`config.mk`:
```
export PLATFORM = sky130hd
export DESIGN_NAME = bcd_calendar
export DESIGN_NICKNAME = d
export VERILOG_FILES = /design/src/rtl/cal_pkg.sv /design/src/rtl/cal_prescaler.sv /design/src/rtl/cal_time.sv /design/src/rtl/cal_date.sv /design/src/rtl/bcd_calendar.sv
export SDC_FILE = /design/constraint.sdc
export NUM_CORES = 1
export LEC_CHECK = 0
export ABC_AREA = 0
export BUFFER_PORTS_ARGS = -buffer_cell sky130_fd_sc_hd__buf_2
export CORE_MARGIN = 5
export CORE_UTILIZATION = 43
export DETAILED_ROUTE_END_ITERATION = 8
export GPL_TIMING_DRIVEN = 0
export PLACE_DENSITY = 0.74
export SKIP_CTS_REPAIR_TIMING = 1
export SLEW_MARGIN = 40
export SYNTH_ARGS = -nofsm -noshare
export SYNTH_HDL_FRONTEND = slang
export SYNTH_SLANG_ARGS = --single-unit
```
`constraint.sdc`:
```
create_clock -name clk_i -period 3.5 [get_ports clk_i]
set_input_delay 0.35 -clock clk_i [delete_from_list [all_inputs] [get_ports clk_i]]
set_output_delay 0.35 -clock clk_i [all_outputs]
set_load 0.02 [all_outputs]
```
`src/rtl/cal_pkg.sv`:
```
package cal_pkg;
  localparam int TIME_W = 22;
  localparam int DATE_W = 24;

  function automatic logic [6:0] bcd_to_bin(input logic [7:0] v);
    return {3'd0, v[7:4]} * 7'd10 + {3'd0, v[3:0]};
  endfunction

  // last day of month, BCD
  function automatic logic [5:0] month_last_day(input logic [4:0] mon, input logic [7:0] yr);
    logic [6:0] m;
    logic [6:0] y;
    m = bcd_to_bin({3'd0, mon});
    y = bcd_to_bin(yr);
    case (m)
      7'd2:                      return (y[1:0] == 2'd0) ? 6'h29 : 6'h28;
      7'd4, 7'd6, 7'd9, 7'd11:   return 6'h30;
      default:                   return 6'h31;
    endcase
  endfunction
endpackage

```
`src/rtl/cal_prescaler.sv`:
```
module cal_prescaler #(
  parameter int W = 7
) (
  input  logic         clk_i,
  input  logic         rst_ni,
  input  logic         restart_i,
  input  logic         en_i,
  input  logic [W-1:0] limit_i,
  output logic         tick_o
);
  logic [W-1:0] cnt_q;

  assign tick_o = en_i && (cnt_q >= limit_i);

  always_ff @(posedge clk_i or negedge rst_ni) begin
    if (!rst_ni)        cnt_q <= '0;
    else if (restart_i) cnt_q <= '0;
    else if (en_i)      cnt_q <= tick_o ? '0 : cnt_q + 1'b1;
  end
endmodule

```
`src/rtl/cal_time.sv`:
```
module cal_time (
  input  logic        clk_i,
  input  logic        rst_ni,
  input  logic        load_i,
  input  logic [21:0] time_i,
  input  logic        step_i,
  output logic [21:0] time_o,
  output logic        day_step_o
);
  logic [6:0] sec_q, min_q, sec_nx, min_nx;
  logic [5:0] hr_q, hr_nx;
  logic       sec_top, min_top, hr_top;

  assign sec_top = (sec_q == 7'h59);
  assign min_top = (min_q == 7'h59);
  assign hr_top  = (hr_q == 6'h23);

  assign sec_nx = (sec_q[3:0] == 4'd9) ? {sec_q[6:4] + 3'd1, 4'd0} : {sec_q[6:4], sec_q[3:0] + 4'd1};
  assign min_nx = (min_q[3:0] == 4'd9) ? {min_q[6:4] + 3'd1, 4'd0} : {min_q[6:4], min_q[3:0] + 4'd1};
  assign hr_nx  = (hr_q[3:0] == 4'd9)  ? {hr_q[5:4] + 2'd1, 4'd0}  : {hr_q[5:4], hr_q[3:0] + 4'd1};

  assign day_step_o = step_i && sec_top && min_top && hr_top;
  assign time_o     = {hr_q, 1'b0, min_q, 1'b0, sec_q};

  always_ff @(posedge clk_i or negedge rst_ni) begin
    if (!rst_ni) begin
      sec_q <= '0;
      min_q <= '0;
      hr_q  <= '0;
    end else if (load_i) begin
      sec_q <= time_i[6:0];
      min_q <= time_i[14:8];
      hr_q  <= time_i[21:16];
    end else if (step_i) begin
      sec_q <= sec_top ? 7'h00 : sec_nx;
      if (sec_top) begin
        min_q <= min_top ? 7'h00 : min_nx;
        if (min_top) hr_q <= hr_top ? 6'h00 : hr_nx;
      end
    end
  end
endmodule

```
`src/rtl/cal_date.sv`:
```
module cal_date
  import cal_pkg::*;
(
  input  logic        clk_i,
  input  logic        rst_ni,
  input  logic        load_i,
  input  logic [23:0] date_i,
  input  logic        step_i,
  output logic [23:0] date_o
);
  logic [5:0] day_q, day_nx, last_day;
  logic [4:0] mon_q, mon_nx;
  logic [2:0] wd_q;
  logic [7:0] yr_q, yr_nx;
  logic       day_top, mon_top;

  assign last_day = month_last_day(mon_q, yr_q);
  assign day_top  = (day_q == last_day);
  assign mon_top  = (mon_q == 5'h12);

  assign day_nx = (day_q[3:0] == 4'd9) ? {day_q[5:4] + 2'd1, 4'd0} : {day_q[5:4], day_q[3:0] + 4'd1};
  assign mon_nx = (mon_q[3:0] == 4'd9) ? 5'h10 : {mon_q[4], mon_q[3:0] + 4'd1};
  assign yr_nx  = (yr_q[3:0] == 4'd9)  ? {yr_q[7:4] + 4'd1, 4'd0} : {yr_q[7:4], yr_q[3:0] + 4'd1};

  assign date_o = {yr_q, wd_q, mon_q, 2'b00, day_q};

  always_ff @(posedge clk_i or negedge rst_ni) begin
    if (!rst_ni) begin
      day_q <= 6'h01;
      mon_q <= 5'h01;
      wd_q  <= 3'd1;
      yr_q  <= 8'h00;
    end else if (load_i) begin
      day_q <= date_i[5:0];
      mon_q <= date_i[12:8];
      wd_q  <= date_i[15:13];
      yr_q  <= date_i[23:16];
    end else if (step_i) begin
      day_q <= day_top ? 6'h01 : day_nx;
      wd_q  <= (wd_q == 3'd7) ? 3'd1 : wd_q + 3'd1;
      if (day_top) begin
        mon_q <= mon_top ? 5'h01 : mon_nx;
        if (mon_top) yr_q <= (yr_q == 8'h99) ? 8'h00 : yr_nx;
      end
    end
  end
endmodule

```
`src/rtl/bcd_calendar.sv`:
```
module bcd_calendar
  import cal_pkg::*;
#(
  parameter int ADIV_W = 7,
  parameter int SDIV_W = 15
) (
  input  logic              clk_i,
  input  logic              rst_ni,
  input  logic [ADIV_W-1:0] async_div_i,
  input  logic [SDIV_W-1:0] sync_div_i,
  input  logic              hold_i,
  input  logic              load_i,
  input  logic [TIME_W-1:0] time_i,
  input  logic [DATE_W-1:0] date_i,
  output logic [TIME_W-1:0] time_o,
  output logic [DATE_W-1:0] date_o
);
  logic run, a_tick, sec_tick, day_step;
  logic unused_bits;

  assign run         = !hold_i && !load_i;
  assign unused_bits = ^{time_i[15], time_i[7], date_i[7:6]};

  cal_prescaler #(.W(ADIV_W)) u_apre (
    .clk_i, .rst_ni, .restart_i(load_i), .en_i(run),
    .limit_i(async_div_i), .tick_o(a_tick)
  );

  cal_prescaler #(.W(SDIV_W)) u_spre (
    .clk_i, .rst_ni, .restart_i(load_i), .en_i(a_tick),
    .limit_i(sync_div_i), .tick_o(sec_tick)
  );

  cal_time u_time (
    .clk_i, .rst_ni, .load_i, .time_i, .step_i(sec_tick),
    .time_o, .day_step_o(day_step)
  );

  cal_date u_date (
    .clk_i, .rst_ni, .load_i, .date_i, .step_i(day_step), .date_o
  );
endmodule

```
* Word level (Yosys, flattened, before mapping)
Cells that the tools add are included. Widths: inputs -> output; s select.
Cells by class: add/subtract/negate cells 16, multipliers 2, order comparisons 2, equality and inequality tests 18, multiplexer cells 41, reduce and logical (&&, ||, !) cells 34
Operator list (number):
- $mux 7 | 12
- $mux 6 | 10
- $mux 8 | 6
- $mux 15 | 3
- $add 4x1->4 const B | 7
- $mux 5 | 5
- $eq 4x4->1 const B | 6
- $reduce_bool 3->1 | 6
- $reduce_bool 2->1 | 8
- $add 15x1->15 const B | 1
- $ge 15x15->1 | 1
- $eq 7x3->1 const B | 2
- $eq 7x4->1 const B | 2
- $eq 7x7->1 const B | 2
- $pmux 6 s2 | 1
- $reduce_and 3->1 | 4
- $add 3x1->3 const B | 3
- $mux 3 | 3
- $eq 8x8->1 const B | 1
- $reduce_and 2->1 | 4
- $reduce_and 4->1 | 2
- $add 7x1->7 const B | 1
- $eq 7x2->1 const B | 1
- $ge 7x7->1 | 1
- 14 further kinds | 21
Word-level totals: register bits after elaboration 64, input port bits 72, output and inout bits 46, word-level logic and storage cells 128

* Depth between registers and ports, before layout
Gate-level depths: netlist of the first run.
word-level depth 9, mapped depth 11, depth with buffers taken out 9

* Modules after synthesis
Synthesis of the first run repeated with hierarchy kept, for this count alone.
Unflattened totals: cells, all modules 565, area total of the unflattened synthesis 4909.7 sq um
Modules (own cells, without submodules):
- cal_date | instances 1, cells an instance 186, area each 1702.9 sq um, seq. area each 554.3 sq um
- cal_time | instances 1, cells an instance 158, area each 1368.8 sq um, seq. area each 500.5 sq um
- cal_prescaler at u_spre | instances 1, cells an instance 160, area each 1278.7 sq um, seq. area each 375.4 sq um
- cal_prescaler at u_apre | instances 1, cells an instance 60, area each 555.5 sq um, seq. area each 175.2 sq um
- bcd_calendar | instances 1, cells an instance 1, area each 3.8 sq um, seq. area each 0.0 sq um

* Worst setup path before layout of the first run
No wires, ideal clock.
path type register -> register, start point register u_date.mon_q[1], end point register u_date.yr_q[4], setup time 132 ps, data arrival time 2946 ps, required time 3368 ps, setup slack 422 ps, stages on the path, launching flop included 10, path buffers 1, clock period less this slack 3078 ps, cell sequence dfrtp_1 ha_1 ha_1 or4b_4 or4b_4 a211oi_1 and4_1 buf_2 mux2i_1 o21ai_1
Between the ends: longest elaborated chain between the ends 7, elaborated cells between the ends (all ways) 13, those cells by class add/sub (1); eq/ne (7); mux (1); reduce/logical (4)
Ends and longest elaborated chain:
- from (decl) | line cal_date.sv:12 | logic [4:0] mon_q, mon_nx;
- from (signal assigned) | line cal_date.sv:35 | mon_q <= date_i[12:8];
- from (signal assigned) | line cal_date.sv:42 | mon_q <= mon_top ? 5'h01 : mon_nx;
- $add 5x4->6 | line cal_pkg.sv:6 | return {3'd0, v[7:4]} * 7'd10 + {3'd0, v[3:0]};
- $eq 7x3->1 / $eq 7x4->1 (equally long branches) | line cal_pkg.sv:15 | case (m)
- $reduce_or 4->1 | line cal_pkg.sv:15
- $pmux 6 s2 | line cal_pkg.sv:15
- $eq 6x6->1 | line cal_date.sv:18 | assign day_top = (day_q == last_day);
- $reduce_bool 2->1 (no source line)
- $reduce_and 4->1 (no source line) *
- to (signal assigned) | line cal_date.sv:37 | yr_q <= date_i[23:16];
- to (signal assigned) | line cal_date.sv:43 | if (mon_top) yr_q <= (yr_q == 8'h99) ? 8'h00 : yr_nx;
- to (decl) | line cal_date.sv:14 | logic [7:0] yr_q, yr_nx;
Every way passes the cells marked *; elsewhere a longest branch is shown, timed or not. A chain may end at the register's enable or synchronous reset.

* Worst setup path in the final report of the first run
start point register u_date.mon_q[1], end point register u_date.yr_q[0]
Between the ends: longest elaborated chain between the ends 7, elaborated cells between the ends (all ways) 13, those cells by class add/sub (1); eq/ne (7); mux (1); reduce/logical (4)
Ends and longest elaborated chain (line):
- $add 5x4->6 | cal_pkg.sv:6
- $eq 7x3->1 / $eq 7x4->1 (equally long branches) | cal_pkg.sv:15
- $reduce_or 4->1 | cal_pkg.sv:15
- $pmux 6 s2 | cal_pkg.sv:15
- $eq 6x6->1 | cal_date.sv:18
- $reduce_bool 2->1 (no source line)
- $reduce_and 3->1 (no source line) *
Marks and branches as above.

==> flow_summary.toml, run 1 <==
[cells_and_area]
layout-area-overhead-vs-synth_pct = 20.4
diodes = 0
most-common-layout-cells = "buf_2 (110), dfrtp_1 (61), nand2_1 (57)"
layout.nets = 782
layout-drive-gt1-share_pct = 22.7
final_common_cell = "buf_2"

[setup_path]
path_class = "register to register"
critPathSlowestCell = "or4b_4"
cp_cell_sequence = "ha_1 > ha_1 > or4b_4 > or4b_4 > a21oi_4 > nand4_4 > or3_1 > a31oi_1"
crit_required_ns = 3.77
start_kind = "register"
end_kind = "register"
rr_worst_depth = 8
slowest_delay_ns = 0.57
reg2reg_slack_ns = 0.19
worstReg2RegEnd = "u_date.yr_q[0]$_DFFE_PN0P_"
cp_max_fo = 10
arrival_ns = 3.58
worstReg2RegStart = "u_date.mon_q[1]$_DFFE_PN0P_"

[yosys]
synth_top_area_cell = "dfrtp_1"
postSynth.asyncResetShare_pct = 100
yosysWarnings = 0
ys_seq_elements = 64
synth_cell_types = 75
seq_area_frac_synth_pct = 33.9
synth_enable_flop_cells = 0
syn_area_per_cell_um2 = 8.69
synth_flop_cell = "dfrtp_1"
synth.area.top_cells = "dfrtp_1 (32%), ha_1 (11%), nand2_1 (4.5%), o21ai_0 (4.2%), nor2_1 (4.0%)"
synth.top_cell.area_share_pct = 32.2
syn_area_um2 = 4740
synthCells = 545

[global_route]
grt_max_degree = 36
grt-ovfl-total = 0
grt_pass1_wl_mm = 21.7
gr-usage-all-layers_pct = 20.2
grt_pass1_vias = 4589
antenna_found_initial = 1

[outcome]
status = "finished clean"

[clocking]
insertion_delay_ns = 0.35
clkSinkCount = 64
clock_path_buffers = 2
clock-root-buffer = "clkbuf_8"
cts_buffers = 9
clkTransAtPathRegs_ns = 0.08
h-tree-depth = 3
tritoncts = "built"

[placement]
routabilityCongestion = 0.933
port_buffers = 107
dp_hpwl_mm = 10.3
post-place-ws_ns = 0.193

[power_and_ir_drop]
intPower_mw = 1.31
pwr-share-comb_pct = 23.6
p_leak_nw = 2.77
p_seq_share_pct = 43.1
power.net_switching_uw = 695
power_per_cell_area_nw_per_um2 = 352
ir_worst_vdd_uv = 246
p_clk_share_pct = 33.3
switching_share_pct = 34.6
power_mw = 2.01

[sta]
finalMaxSlewViolations = 0
final.setup.tns_ns = 0
period_share_pct = 94.5
timing.fmax_mhz = 302
tightest_slew_ns = 0.772
hold_violations = 0
period_needed_ns = 3.31
skew_ns = 0.0166
slew_headroom_pct = 48.4
grt_setup_unrepaired = "false"
setup_slack_ns = 0.193
setup_violations = 0

[drt]
postRouteWirelength_mm = 13.4
vias = 4613
drtAntennaViolNets = 0
drcViolationCount = 0
drt_iter0_markers = 322
drtPass1Iterations = 5
post_drt_wl_per_cell_um = 16.4
vias_per_cell = 5.67

[flow_run]
maxCapViolations = 0

[worst_hold_path]
hold_depth = 3
hold_end = "u_time.sec_q[0]$_DFFE_PN0P_"
min_path_type = "primary input to register"
min_from = "time_i[0]"

[die]
pin_count = 118
core_um2 = 10800
start_util_pct = 43.7
core.rowCount = 38
die_h_um = 115
dieArea_um2 = 13200
die_w_um = 115
power groups by stage:
stage / logic (mW) / clock network [mW] / registers, mW
2_1_floorplan: 0.241 / 0 / 0.919
3_3_place_gp: 0.450 / 0 / 0.873
3_5_place_dp: 0.471 / 0 / 0.877
4_1_cts: 0.473 / 0.671 / 0.863
5_1_grt: 0.524 / 0.702 / 0.877
6_report: 0.474 / 0.669 / 0.866
per-stage QoR:
step / utilization (%) / hold WS, ns / cells / cell area, um2
6_report: 52.6 / 0.203 / 813 / 5700
5_1_grt: 52.6 / 0.212 / 813 / 5700
4_1_cts: 52.4 / -0.0630 / 812 / 5690
3_3_place_gp: 50.3 / 0.528 / 795 / 5460
3_5_place_dp: 50.6 / 0.312 / 796 / 5480
2_1_floorplan: - / 0.0544 / 548 / 4750
area by class of cell:
class                   instances  area, um2
fillers                      1007       5140
clock inverters                 7       81.3
repair buffers                109        568
flip-flops and latches         64       1610
plain buffers                  24        114
clock buffers                   9        124
inverters                      43        161
multi-input cells             417       2870
well taps                     140        175
per-layer routing:
layer	global-route usage [%]	part of all wire [%]	vias to the layer above
li1	-	-	2216
met1	27.0	43	2156
met2	31.8	46	205
met3	4.32	8.3	34
met4	8.14	2.7	2
met5	0	0.052	-
worst max-delay path by stage:
| stage | from | endpoint | slack, ns |
|---|---|---|---|
| after floorplan | u_date.mon_q[1]$_DFFE_PN0P_ | u_date.yr_q[4]$_DFFE_PN0P_ | 0.42 |
| after global placement | u_date.mon_q[1]$_DFFE_PN0P_ | u_date.yr_q[4]$_DFFE_PN0P_ | 0.29 |
| after detailed placement | u_date.mon_q[1]$_DFFE_PN0P_ | u_date.yr_q[5]$_DFFE_PN0P_ | 0.19 |
| after CTS | u_date.mon_q[1]$_DFFE_PN0P_ | u_date.yr_q[5]$_DFFE_PN0P_ | 0.17 |
| after global routing | u_spre.cnt_q[13]$_DFFE_PN0P_ | u_date.day_q[1]$_DFFE_PN0P_ | 0.08 |
| final | u_date.mon_q[1]$_DFFE_PN0P_ | u_date.yr_q[0]$_DFFE_PN0P_ | 0.19 |
sequential cells by signal, indices dropped and copies added (netlist names):
signal        cells
u_date.wd_q       3
u_date.mon_q      5
u_spre.cnt_q     15
u_date.day_q      6
u_time.min_q      7
u_time.sec_q      7
u_apre.cnt_q      7
u_date.yr_q       8
u_time.hr_q       6
logic make-up (layout without fill, tap and decap cells):
group                    after synthesis  count (layout)  share of synthesized area [%]
AND/OR/NAND/NOR                      208             208                           23.1
buffers and inverters                 67             192                           5.81
AO/OA/AOI/OAI                        137             137                           20.8
adder cells (fa/ha/maj)               42              42                           11.1
XOR/XNOR                              13              13                           2.40
other                                  1               4                         0.0792
flip-flops                            64              64                           33.9
multiplexers                          13              13                           2.77
worst max-delay path, delay by kind of cell, from the launching register on:
kind / cells / cell delay, ns
and+or+nand+nor: 4 / 1.68
adders and majority gates: 2 / 0.60
DFF: 1 / 0.51
AOI/OAI and AO/OA: 2 / 0.45
Yosys cell counts, types with 3 or more instances:
library cell and n:
inv_1 43, a22o_1 5, nand4_1 13, a2bb2oi_1 3
nand3b_1 6, or3_1 4, ha_1 42, dfrtp_1 61
and3_1 9, nand2b_1 6, buf_4 5, nor4_1 5
and2_1 5, nor3b_1 4, nand2_1 57, a31oi_1 10
a211oi_1 4, a211o_1 4, o21a_1 3, dfstp_2 3
buf_2 4, mux2i_1 12, o31ai_1 3, o21ai_1 3
nor2_1 50, nor2b_1 11, a21oi_1 18, xor2_1 11
o21ai_0 40, nand3_1 17, clkbuf_1 14, o211ai_1 5
nor3_1 7
Note: power is estimated with default switching activity, not from simulation.
==> inputs of run 2 (changes only) <==
--- a/config.mk
+++ b/config.mk
@@ -6,12 +6,13 @@
 export NUM_CORES = 1
 export LEC_CHECK = 0
 export ABC_AREA = 0
-export BUFFER_PORTS_ARGS = -buffer_cell sky130_fd_sc_hd__buf_2
 export CORE_MARGIN = 5
 export CORE_UTILIZATION = 43
 export DETAILED_ROUTE_END_ITERATION = 8
+export DONT_BUFFER_PORTS = 1
 export GPL_TIMING_DRIVEN = 0
-export PLACE_DENSITY = 0.74
+export HOLD_SLACK_MARGIN = 0.03
+export PLACE_DENSITY = 0.65
 export SKIP_CTS_REPAIR_TIMING = 1
 export SLEW_MARGIN = 40
 export SYNTH_ARGS = -nofsm -noshare
==> run 2 against run 1 <==
Utilization is 5.3 points lower. Combinational power is 32% lower. Fmax is 1.4% lower. Wire length is 2.5% lower. Clock power is 15% lower. Via count is 9.4% lower. Sequential power is 8.1% higher. Final cell count is 13% lower. Critical path type unchanged. Largest power group unchanged.
==> flow_summary.toml, run 2 (synthesized netlist as in run 1, its figures left out) <==
[cells_and_area]
layout.nets = 675
most-common-layout-cells = "dfrtp_1 (60), nand2_1 (57), nor2_1 (50)"
largest_reg_flops = 15
reg_top3 = "u_spre.cnt_q (15), u_date.yr_q (8)"
layout-area-overhead-vs-synth_pct = 8.24
utilization_pct = 47.3
diodes = 0
layout-drive-gt1-share_pct = 7.77
top_register = "u_spre.cnt_q"
final_common_cell = "dfrtp_1"

[die]
core.rowCount = 38
dieArea_um2 = 13200
pin_count = 118
die_h_um = 115
die_w_um = 115
start_util_pct = 43.7
core_um2 = 10800

[sta]
holdWs_ns = 0.103
skew_ns = 0.00698
period_share_pct = 95.9
final.setup.tns_ns = 0
finalMaxSlewViolations = 0
grt_setup_unrepaired = "false"
slew_headroom_pct = 50.9
tightest_slew_ns = 0.735
setup_slack_ns = 0.144
timing.fmax_mhz = 298
hold_violations = 0
setup_violations = 0
period_needed_ns = 3.36

[placement]
port_buffers = 0
dp_hpwl_mm = 9.74
routabilityCongestion = 0.893
post-place-ws_ns = 0.0977

[power_and_ir_drop]
ir_worst_vdd_uv = 193
power_mw = 1.82
power_per_cell_area_nw_per_um2 = 355
p_leak_nw = 2.35

[drt]
drtAntennaViolNets = 0
drt_iter0_markers = 243
drtPass1Iterations = 5
post_drt_wl_per_cell_um = 18.5
vias_per_cell = 5.92
drcViolationCount = 0
vias = 4180
postRouteWirelength_mm = 13.0

[clocking]
tritoncts = "built"
clkTransAtPathRegs_ns = 0.07
insertion_delay_ns = 0.35
clkSinkCount = 64
h-tree-depth = 3
clock-root-buffer = "clkbuf_8"
cts_buffers = 9
clock_path_buffers = 2

[outcome]
status = "finished clean"

[setup_path]
cp_cell_sequence = "ha_1 > ha_1 > or4b_4 > or4b_4 > a211oi_1 > and4_1 > buf_2 > mux2i_1 > o21ai_1"
cp_max_fo = 10
endpoint = "u_date.yr_q[4]$_DFFE_PN0P_"
worstReg2RegStart = "u_date.mon_q[1]$_DFFE_PN0P_"
crit_required_ns = 3.72
start_kind = "register"
critPathSlowestCell = "or4b_4"
worstReg2RegEnd = "u_date.yr_q[4]$_DFFE_PN0P_"
cp-startpoint = "u_date.mon_q[1]$_DFFE_PN0P_"
reg2reg_slack_ns = 0.14
path_class = "register to register"
end_kind = "register"
rr_worst_depth = 9
slowest_delay_ns = 0.56
arrival_ns = 3.58

[global_route]
grt_max_degree = 65
grt_pass1_vias = 4147
grt_pass1_wl_mm = 20.8
grt-ovfl-total = 0
antenna_found_initial = 0
gr-usage-all-layers_pct = 19.9

[flow_run]
maxCapViolations = 0

[worst_hold_path]
min_path_type = "primary input to register"
## run 2: cell types whose count changed in the layout (fill, tap and decap cells not counted), moves of 2 or more
| cell | previous run | this run |
|---|---|---|
| buf_2 | 110 | 4 |
| clkbuf_1 | 14 | 16 |
| clkinv_2 | 0 | 4 |
| clkinvlp_4 | 3 | 0 |
| clkinv_4 | 2 | 0 |
## run 2: per-stage QoR
step	area [um2]	instances
2_1_floorplan	4750	548
3_3_place_gp	4920	688
3_5_place_dp	4920	688
4_1_cts	5090	704
5_1_grt	5130	706
6_report	5130	706
## run 2: critical path: cells and delay by family (launching register included)
family | cells | cell delay [ns]
AOI/OAI and AO/OA | 2 | 0.44
adders and majority gates | 2 | 0.59
buffers and inverters | 1 | 0.16
DFF | 1 | 0.51
muxes | 1 | 0.20
and+or+nand+nor | 3 | 1.32
## run 2: worst min-delay path by stage
stage	depth (start not counted)	end	slack (ns)	startpoint
after floorplan	0	u_apre.cnt_q[0]$_DFFE_PN0P_	0.05	rst_ni
after global placement	0	u_date.mon_q[4]$_DFFE_PN0P_	0.06	rst_ni
after detailed placement	0	u_spre.cnt_q[8]$_DFFE_PN0P_	0.06	rst_ni
after CTS	0	u_date.yr_q[6]$_DFFE_PN0P_	-0.32	rst_ni
after global routing	2	u_date.day_q[0]$_DFFE_PN1P_	0.1	date_i[0]
final	2	u_date.day_q[0]$_DFFE_PN1P_	0.10	date_i[0]
## run 2: area by class of cell
cell class | instances | area, um2
Multi-Input combinational cell | 417 | 2870
Timing Repair Buffer | 2 | 37.5
Sequential cell | 64 | 1610
Fill cell | 1082 | 5710
Clock buffer | 12 | 145
Inverter | 43 | 161
Clock inverter | 4 | 20.0
Buffer | 24 | 114
Tap cell | 140 | 175
## run 2: routing by layer
metal	GRT usage, %	vias up	part of all wire [%]	wire length [um]
li1	-	2000	-	-
met4	7.75	0	2.7	354
met1	23.6	1994	42	5440
met5	0	-	0	0
met3	7.16	27	8.6	1120
met2	33.1	159	47	6110
## run 2: report_power, final
part / total (mW) / switching, mW / leakage, nW / internal (mW)
Sequential: 0.936 / 0.146 / 0.797 / 0.789
Clock: 0.566 / 0.294 / 0.0899 / 0.272
Combinational: 0.320 / 0.188 / 1.46 / 0.132
Total: 1.82 / 0.628 / 2.35 / 1.19
==> inputs of run 3 (changes only) <==
--- a/config.mk
+++ b/config.mk
@@ -6,14 +6,13 @@
 export NUM_CORES = 1
 export LEC_CHECK = 0
 export ABC_AREA = 0
+export CAP_MARGIN = 20
 export CORE_MARGIN = 5
 export CORE_UTILIZATION = 43
 export DETAILED_ROUTE_END_ITERATION = 8
 export DONT_BUFFER_PORTS = 1
-export GPL_TIMING_DRIVEN = 0
 export HOLD_SLACK_MARGIN = 0.03
 export PLACE_DENSITY = 0.65
-export SKIP_CTS_REPAIR_TIMING = 1
 export SLEW_MARGIN = 40
 export SYNTH_ARGS = -nofsm -noshare
 export SYNTH_HDL_FRONTEND = slang
==> run 3 against run 2 <==
Critical path type unchanged. Total power up 9.4%. Largest cell class unchanged. Highest routed layer unchanged. Global-route usage is 1.3 points lower. Fmax is 7.4% higher. Clock power grew 34%.
==> flow_summary.toml, run 3 (synthesized netlist as in run 1, its figures left out) <==
[outcome]
status = "finished clean"

[die]
die_w_um = 115
core.rowCount = 38
dieArea_um2 = 13200
pin_count = 118
start_util_pct = 43.7
core_um2 = 10800
die_h_um = 115

[setup_path]
start_kind = "register"
path_class = "register to register"
critPathSlowestCell = "or4b_4"
cp_max_fo = 4
end_kind = "register"
arrival_ns = 3.35
cp_cell_sequence = "ha_1 > ha_1 > or4b_4 > or4b_4 > a211oi_1 > and4_1 > a21boi_0 > o22a_1"
crit_required_ns = 3.73
slowest_delay_ns = 0.56

[global_route]
gr-usage-all-layers_pct = 18.6
grt_pass1_wl_mm = 20.0
grt_max_degree = 73
grt_pass1_vias = 4092
grt-ovfl-total = 0
antenna_found_initial = 0

[sta]
skew_ns = 0.0162
grt_setup_unrepaired = "false"
final.setup.tns_ns = 0
setup_violations = 0
tightest_slew_ns = 0.849
setup_slack_ns = 0.375
finalMaxSlewViolations = 0
period_share_pct = 89.3
slew_headroom_pct = 43.3
period_needed_ns = 3.12
timing.fmax_mhz = 320
holdWs_ns = 0.0884
hold_violations = 0

[cells_and_area]
final_common_cell = "dfrtp_1"
utilization_pct = 47.6
reg_top3 = "u_spre.cnt_q (15), u_date.yr_q (8)"
layout.nets = 661
diodes = 0
layout-area-overhead-vs-synth_pct = 8.98
top_register = "u_spre.cnt_q"
layout-drive-gt1-share_pct = 8.33
most-common-layout-cells = "dfrtp_1 (61), nand2_1 (57), nor2_1 (50)"
largest_reg_flops = 15

[drt]
post_drt_wl_per_cell_um = 17.3
vias = 4074
drcViolationCount = 0
drt_iter0_markers = 230
postRouteWirelength_mm = 12.0
drtAntennaViolNets = 0
vias_per_cell = 5.89
drtPass1Iterations = 5

[clocking]
clkTransAtPathRegs_ns = 0.08
tritoncts = "built"
h-tree-depth = 3
cts_setup_buffers = 0
insertion_delay_ns = 0.34
clock_path_buffers = 2
cts_buffers = 9
clkSinkCount = 64
clock-root-buffer = "clkbuf_8"

[power_and_ir_drop]
intPower_mw = 1.38
p_seq_share_pct = 46.5
power.net_switching_uw = 612
ir_worst_vdd_uv = 200
power_mw = 1.99
p_clk_share_pct = 38.1
power_per_cell_area_nw_per_um2 = 386
switching_share_pct = 30.7
p_leak_nw = 2.36
pwr-share-comb_pct = 15.4

[placement]
post-place-ws_ns = 0.407
port_buffers = 0
dp_hpwl_mm = 8.85
routabilityCongestion = 0.852

[worst_hold_path]
min_path_type = "primary input to register"

[flow_run]
maxCapViolations = 0
-- run 3: cell types whose count changed in the layout (fill, tap and decap cells not counted) --
cell / delta
dfrtp_2: -1
dfrtp_1: +1
buf_4: +5
clkbuf_8: +2
buf_1: -1
bufinv_16: +2
clkinvlp_4: +2
clkbuf_1: -16
buf_2: -4
clkinv_2: -4
-- run 3: final timing paths --
path,start,endpoint,slack (ns),cells after the start
min,load_i,u_apre.cnt_q[3]$_DFFE_PN0P_,0.09,1
max reg2reg,u_date.mon_q[1]$_DFFE_PN0P_,u_date.yr_q[6]$_DFFE_PN0P_,0.38,8
max in group asynchronous,rst_ni,u_date.wd_q[0]$_DFFE_PN1P_,2.58,2
max,u_date.mon_q[1]$_DFFE_PN0P_,u_date.yr_q[6]$_DFFE_PN0P_,0.38,8
min reg2reg,u_apre.cnt_q[2]$_DFFE_PN0P_,u_apre.cnt_q[2]$_DFFE_PN0P_,0.55,1
min in group asynchronous,rst_ni,u_date.day_q[2]$_DFFE_PN0P_,0.59,2
-- run 3: per-layer routing --
metal / global-route usage [%] / share of wire, %
met4: 6.42 / 1.4
met3: 4.53 / 7.0
met5: 0 / 0
met2: 30.3 / 47
met1: 24.3 / 45
-- run 3: power groups by stage --
stage,Combinational (mW),Sequential (mW),Clock (mW)
6_report,0.308,0.926,0.759
2_1_floorplan,0.241,0.919,0
3_3_place_gp,0.272,0.939,0
5_1_grt,0.356,0.936,0.815
3_5_place_dp,0.287,0.941,0
4_1_cts,0.310,0.926,0.779
-- run 3: per-stage QoR --
| step | instance area [um2] | instances |
|---|---|---|
| after detailed placement | 4880 | 674 |
| after global routing | 5160 | 692 |
| after floorplan | 4750 | 548 |
| after global placement | 4880 | 674 |
| after CTS | 5160 | 692 |
| final | 5160 | 692 |
-- run 3: worst max-delay path, delay by kind of cell (launching register included) --
family	cells	cell delay, ns
fa+ha+maj	2	0.54
flops	1	0.38
simple gates	3	1.46
compound gates	3	0.65
-- run 3: what timing repair did --
| item | CTS | global route |
|---|---|---|
| gates resized for setup | 0 | 0 |
| hold buffers | 2 | 0 |
| hold endpoints to repair | 64 | 0 |
-- run 3: cell type report --
cell class	instances	area [um2]
fill	1025	5680
clock buffer	12	165
sequential	64	1610
clock inverter	4	75.1
timing repair buffer	12	113
tap	140	175
multi-input combinational	417	2870
inverter	43	161
